## src/rtl/bsq_pkg.sv

```systemverilog
package bsq_pkg;
   typedef enum logic [1:0] {
      CMD_HOLD = 2'd0,
      CMD_LOAD = 2'd1,
      CMD_STEP = 2'd2
   } bsq_cmd_e;
endpackage

```

## src/rtl/bsq_ctrl.sv

```systemverilog
module bsq_ctrl
   import bsq_pkg::*;
(
   input  logic     strb_p_n,
   input  logic     strb_c_n,
   input  logic     adv_n,
   input  logic     en_n,
   input  logic     sel,
   output bsq_cmd_e cmd
);
   logic p_seen;
   logic c_seen;
   logic enabled;

   // the processor strobe is masked by the primary enable
   assign p_seen  = !strb_p_n && !en_n;
   assign c_seen  = !strb_c_n;
   assign enabled = !en_n && sel;

   always_comb begin
      if (p_seen || c_seen) begin
         cmd = enabled ? CMD_LOAD : CMD_HOLD;
      end else if (!adv_n) begin
         cmd = CMD_STEP;
      end else begin
         cmd = CMD_HOLD;
      end
   end
endmodule

```

## src/rtl/bsq_beat.sv

```systemverilog
module bsq_beat
   import bsq_pkg::*;
#(
   parameter int CNT_W = 2
) (
   input  logic             clk,
   input  logic             rst_n,
   input  bsq_cmd_e         cmd,
   input  logic [CNT_W-1:0] load_off,
   output logic [CNT_W-1:0] start_off,
   output logic [CNT_W-1:0] beat
);
   localparam logic [CNT_W-1:0] LAST_BEAT = '1;

   always_ff @(posedge clk or negedge rst_n) begin
      if (!rst_n) begin
         start_off <= '0;
         beat      <= '0;
      end else begin
         unique case (cmd)
            CMD_LOAD: begin
               start_off <= load_off;
               beat      <= '0;
            end
            CMD_STEP: beat <= beat + 1'b1;
            default:  beat <= beat;
         endcase
      end
   end

   // the step after the last beat brings the count back to zero
   a_r7_beat_wrap: assert property (@(posedge clk) disable iff (!rst_n)
      (cmd == CMD_STEP && beat == LAST_BEAT) |=> beat == '0);

   // a load restarts the beat count
   a_r1_beat_clear: assert property (@(posedge clk) disable iff (!rst_n)
      (cmd == CMD_LOAD) |=> beat == '0);
endmodule

```

## src/rtl/bsq_order.sv

```systemverilog
module bsq_order #(
   parameter int CNT_W = 2
) (
   input  logic             interleave,
   input  logic [CNT_W-1:0] start_off,
   input  logic [CNT_W-1:0] beat,
   output logic [CNT_W-1:0] low
);
   generate
      if (CNT_W == 1) begin : g_single
         // with one bit the two orders coincide
         assign low = start_off ^ beat;
      end else begin : g_multi
         logic [CNT_W-1:0] lin_val;
         logic [CNT_W-1:0] ilv_val;
         assign lin_val = start_off + beat;
         assign ilv_val = start_off ^ beat;
         assign low     = interleave ? ilv_val : lin_val;
      end
   endgenerate
endmodule

```

## src/rtl/burst_addr_seq.sv

```systemverilog
module burst_addr_seq
   import bsq_pkg::*;
#(
   parameter int ADDR_W = 20,
   parameter int CNT_W  = 2
) (
   input  logic              clk,
   input  logic              rst_n,
   input  logic [ADDR_W-1:0] addr_in,
   input  logic              strb_p_n,
   input  logic              strb_c_n,
   input  logic              adv_n,
   input  logic              en_n,
   input  logic              sel,
   input  logic              order_sel,
   output logic [ADDR_W-1:0] addr_out
);
   localparam int UP_W = ADDR_W - CNT_W;

   generate
      if (CNT_W < 1 || CNT_W >= ADDR_W) begin : g_bad_width
         $error("burst_addr_seq: CNT_W must be at least 1 and below ADDR_W");
      end
   endgenerate

   bsq_cmd_e          cmd;
   logic [UP_W-1:0]   upper_q;
   logic [CNT_W-1:0]  start_off;
   logic [CNT_W-1:0]  beat;
   logic [CNT_W-1:0]  low;
   logic              order_q;

   bsq_ctrl u_ctrl (
      .strb_p_n (strb_p_n),
      .strb_c_n (strb_c_n),
      .adv_n    (adv_n),
      .en_n     (en_n),
      .sel      (sel),
      .cmd      (cmd)
   );

   bsq_beat #(.CNT_W(CNT_W)) u_beat (
      .clk       (clk),
      .rst_n     (rst_n),
      .cmd       (cmd),
      .load_off  (addr_in[CNT_W-1:0]),
      .start_off (start_off),
      .beat      (beat)
   );

   bsq_order #(.CNT_W(CNT_W)) u_order (
      .interleave (order_q),
      .start_off  (start_off),
      .beat       (beat),
      .low        (low)
   );

   // order select is captured only while reset is held
   always_ff @(posedge clk) begin
      if (!rst_n) order_q <= order_sel;
   end

   always_ff @(posedge clk or negedge rst_n) begin
      if (!rst_n)               upper_q <= '0;
      else if (cmd == CMD_LOAD) upper_q <= addr_in[ADDR_W-1:CNT_W];
   end

   assign addr_out = {upper_q, low};

   a_r1_ctl_load: assert property (@(posedge clk) disable iff (!rst_n)
      (!strb_c_n && !en_n && sel) |=> addr_out == $past(addr_in));

   a_r2_proc_load: assert property (@(posedge clk) disable iff (!rst_n)
      (!strb_p_n && !en_n && sel) |=> addr_out == $past(addr_in));

   a_r3_proc_masked: assert property (@(posedge clk) disable iff (!rst_n)
      (en_n && strb_c_n && adv_n) |=> $stable(addr_out));

   a_r4_deselect_hold: assert property (@(posedge clk) disable iff (!rst_n)
      ((!strb_c_n || (!strb_p_n && !en_n)) && (en_n || !sel)) |=> $stable(addr_out));

   a_r8_suspend: assert property (@(posedge clk) disable iff (!rst_n)
      (strb_p_n && strb_c_n && adv_n) |=> $stable(addr_out));

   a_r9_upper_kept: assert property (@(posedge clk) disable iff (!rst_n)
      (strb_c_n && (strb_p_n || en_n) && !adv_n)
      |=> addr_out[ADDR_W-1:CNT_W] == $past(addr_out[ADDR_W-1:CNT_W]));

   a_r5_linear_step: assert property (@(posedge clk) disable iff (!rst_n)
      (!order_q && strb_c_n && (strb_p_n || en_n) && !adv_n)
      |=> addr_out[CNT_W-1:0] == CNT_W'($past(addr_out[CNT_W-1:0]) + 1'b1));
endmodule

```

## config.mk

```make
export PLATFORM = sky130hd
export DESIGN_NAME = burst_addr_seq
export DESIGN_NICKNAME = d
export VERILOG_FILES = /design/src/rtl/bsq_pkg.sv /design/src/rtl/bsq_ctrl.sv /design/src/rtl/bsq_beat.sv /design/src/rtl/bsq_order.sv /design/src/rtl/burst_addr_seq.sv
export SDC_FILE = /design/constraint.sdc
export NUM_CORES = 1
export LEC_CHECK = 0
export BUFFER_PORTS_ARGS = -buffer_cell sky130_fd_sc_hd__buf_2
export CORE_AREA = 3 3 53 55
export CTS_CLUSTER_DIAMETER = 60
export CTS_CLUSTER_SIZE = 40
export DETAILED_ROUTE_END_ITERATION = 12
export DIE_AREA = 0 0 56 58
export PLACE_DENSITY = 0.79
export SLEW_MARGIN = 20
export SYNTH_ARGS = -nofsm -noshare
export SYNTH_HDL_FRONTEND = slang
export SYNTH_SLANG_ARGS = --single-unit
```

## constraint.sdc

```tcl
create_clock -name clk -period 3.2 [get_ports clk]
set_input_delay 0.64 -clock clk [delete_from_list [all_inputs] [get_ports clk]]
set_output_delay 0.64 -clock clk [all_outputs]
set_load 0.03 [all_outputs]
```

==> out/summary.txt <==
STATUS
-----------------------------------------------------------------------------------------------
Status ........................................................................... finished clean

STA
-----------------------------------------------------------------------------------------------
Minimum clock period after layout ................................................      2.04 ns
Skew final .......................................................................  0.000265 ns
Slew Viols, Final ................................................................            0
RSZ-0062 raised after global routing .............................................        false
Setup TNS ........................................................................         0 ns
Measured slew at the worst slew-check pin ........................................     0.797 ns
Max-slew headroom at the worst pin ...............................................        46.8%
Final-report hold violation count ................................................            0
Final period util ................................................................        63.7%
Highest clock rate ...............................................................    0.491 GHz
Final setup violation count ......................................................            0

YOSYS
-----------------------------------------------------------------------------------------------
Top cells by area in the synthesized netlist ..................................... sky130_fd_sc_hd__dfrtp_1, sky130_fd_sc_hd__mux2_4, sky130_fd_sc_hd__buf_12, sky130_fd_sc_hd__edfxtp_1, sky130_fd_sc_hd__nand2b_4
Yosys top cell by area ........................................................... sky130_fd_sc_hd__dfrtp_1
Net count of the mapped netlist ..................................................           90
Flop and latch count out of synthesis ............................................           23
Mean area per synthesized cell ...................................................     17.4 um2
Area share of the largest cell type after synthesis ..............................        51.8%
Post-synthesis sequential area ratio .............................................        54.7%
Count of yosys warnings during synthesis .........................................            0
Post-synthesis cell area .........................................................     1060 um2
Cells after Synth ................................................................           61
Synth cell types .................................................................           16

CLOCKING
-----------------------------------------------------------------------------------------------
Clock root buffer ................................................................ sky130_fd_sc_hd__clkbuf_4
Cts repair resizes ...............................................................            0
CTS tree .........................................................................         done
Total number of clock tree sinks .................................................           23
Inserted Clock Buffers ...........................................................            3
Post-CTS repair timing setup buffer count ........................................            0
Clock input transition at the sequential cells of the worst setup and hold paths .      0.13 ns
CTS H-tree lvls ..................................................................            1
Later-pin clock latency in the skew report .......................................      0.30 ns
Hold-fix buffers, CTS ............................................................            0
CTS max path bufs ................................................................            2

FLOORPLANNING
-----------------------------------------------------------------------------------------------
Die Footprint ....................................................................     3250 um2
Placeable core area ..............................................................     2430 um2
I/O pin cnt ......................................................................           48
Row cnt ..........................................................................           18
Die Span Y .......................................................................        58 um
Initial core utilization .........................................................        43.7%
Width of the chip ................................................................        56 um

SETUP PATH
-----------------------------------------------------------------------------------------------
Critical setup path kind ......................................................... flip-flop to output pin
Arrival time reported for the critical path endpoint .............................      1.40 ns
Worst R2R Start .................................................................. u_beat.beat[0]
Setup crit end kind ..............................................................   output pin
Worst endpoint required time .....................................................      2.56 ns
Type of element launching the critical path ......................................    flip-flop
Highest fanout seen on the critical path .........................................            5
Worst Setup SP ................................................................... u_beat.beat[0]
Worst Reg-to-Reg Cells ...........................................................            2

GLOBAL ROUTE
-----------------------------------------------------------------------------------------------
Maximum number of pins on one net before global-route repair .....................           24
First-pass GRT wire length .......................................................      3370 um
Vias in the first global route ...................................................          722
Antenna violations before repair .................................................            0
Overall Global Routing Usage .....................................................        13.3%
Sum of overflow across all layers after global routing ...........................            0

PLACE
-----------------------------------------------------------------------------------------------
Number of port buffers ...........................................................           47
Final GP Congestion ..............................................................        0.738
Detailed Place HPWL ..............................................................      1580 um

ROUTE
-----------------------------------------------------------------------------------------------
Mean routed wirelength per cell ..................................................      14.7 um
Total length of routed wires .....................................................      2050 um
Via count ........................................................................          666
Initial drt markers ..............................................................           19
Remaining DRCs ...................................................................            0
Iteration count of the initial detailed-routing pass .............................            4
Number of nets with antenna violations after detailed routing ....................            0
Via-per-instance ratio ...........................................................         4.76

WORST HOLD PATH
-----------------------------------------------------------------------------------------------
Worst min path class ............................................................. input pin to async pin

FINAL LAYOUT
-----------------------------------------------------------------------------------------------
Area of all sequential standard cells ............................................      581 um2
Antenna diode count ..............................................................            0
Most frequent cells in the layout ................................................ sky130_fd_sc_hd__buf_2, sky130_fd_sc_hd__dfrtp_1, sky130_fd_sc_hd__mux2_4
Most frequent standard cell in the layout excluding fill and tap cells ........... sky130_fd_sc_hd__buf_2
Number of fillers in the final layout ............................................          215
Fraction of layout instances using a drive strength above 1 ......................        68.2%
Area growth from synthesis to layout .............................................        24.5%
Final core utilization ...........................................................        54.4%
Footprint of the multi-input gates ...............................................      438 um2
Fin nets .........................................................................          140

RUN
-----------------------------------------------------------------------------------------------
Number of maximum-capacitance violations .........................................            0

POWER
-----------------------------------------------------------------------------------------------
Power share of the sequential group ..............................................        46.7%
Standby leakage power ............................................................     0.677 nW
Clk pwr share ....................................................................        16.6%
Combinational share of power .....................................................        36.6%
Net load switching power .........................................................   0.000288 W
Internal Dissipation .............................................................   0.000517 W
Worst vdd ir .....................................................................       296 uV
Power density of the placed cells ................................................   608 nW/um2
Switching power as a share of total power ........................................        35.8%

-- final cells by class --
class                      count  share of cell area [%]
clock buffer                   3                    1.70
inverter                       1                   0.284
multi-input combinational     35                    33.1
tap                           30                    2.84
timing repair buffer          47                    17.8
clock inverter                 1                   0.378
sequential                    23                    43.9
-- power groups by stage --
stage               Sequential, W  Combinational (W)  Clock [W]
floorplan                0.000460           0.000133          0
global placement         0.000378           0.000293          0
detailed placement       0.000382           0.000298          0
CTS                      0.000377           0.000299   0.000137
global route             0.000384           0.000313   0.000149
finish                   0.000376           0.000295   0.000134
-- worst max-delay path, cell delays in order, from the launching register on --
cell,delay (ns)
sky130_fd_sc_hd__dfrtp_1,0.44
sky130_fd_sc_hd__ha_1,0.18
sky130_fd_sc_hd__nor2b_1,0.14
sky130_fd_sc_hd__xnor2_1,0.12
sky130_fd_sc_hd__buf_2,0.21
-- through the flow --
stage                     std cells  power [W]  cell area (um2)  setup slack, ns  hold WS, ns
after floorplan                  61   0.000593             1060             1.35        0.344
after global placement          136   0.000671             1290             1.19        0.491
after detailed placement        136   0.000680             1290             1.16        0.490
after CTS                       140   0.000813             1320             1.14        0.280
after global routing            140   0.000846             1320             1.04        0.297
final                           140   0.000805             1320             1.16        0.270
-- Yosys cell counts --
cell type	number
sky130_fd_sc_hd__xnor2_1	2
sky130_fd_sc_hd__mux2_4	20
sky130_fd_sc_hd__dfrtp_1	22
sky130_fd_sc_hd__o31ai_1	1
sky130_fd_sc_hd__nor2_1	1
sky130_fd_sc_hd__and2_4	1
sky130_fd_sc_hd__nor2b_1	1
sky130_fd_sc_hd__nand2b_4	2
sky130_fd_sc_hd__o221ai_1	2
sky130_fd_sc_hd__nand3_1	1
sky130_fd_sc_hd__edfxtp_1	1
sky130_fd_sc_hd__buf_12	2
sky130_fd_sc_hd__or4b_1	2
sky130_fd_sc_hd__ha_1	1
sky130_fd_sc_hd__nor2_4	1
sky130_fd_sc_hd__inv_1	1
-- final timing paths --
kind | endpoint | slack, ns
max | addr_out[1] | 1.16
min | upper_q[11] | 0.27
max reg2reg | u_beat.beat[1] | 2.08
min reg2reg | upper_q[0] | 0.52
max in group asynchronous | upper_q[5] | 2.60
min in group clk | order_q | 0.50
-- kinds of logic (layout without fill, tap and decap cells) --
kind of cell,Yosys count,after routing,share of synthesized area [%]
AO/OA/AOI/OAI,3,3,2.36
XOR/XNOR,2,2,1.65
adder cells (fa/ha/maj),1,1,1.18
buffers and inverters,3,52,4.12
multiplexers,20,20,28.3
AND/OR/NAND/NOR,9,9,7.77
flip-flops,23,23,54.7
-- per-layer routing --
layer	wire length, um	global-route usage [%]	vias up	part of all wire, %
met5	0	0	-	0
met3	141	2.90	2	6.9
met1	865	17.7	324	42
li1	-	-	314	-
met4	21	6.10	0	1.0
met2	1020	20.9	26	50
-- state kept, by name (all words and copies together) (netlist names) --
register / count
u_beat.start_off: 2
u_beat.beat: 2
upper_q: 18
order_q: 1
No activity file was read; power rests on OpenSTA's default activity.
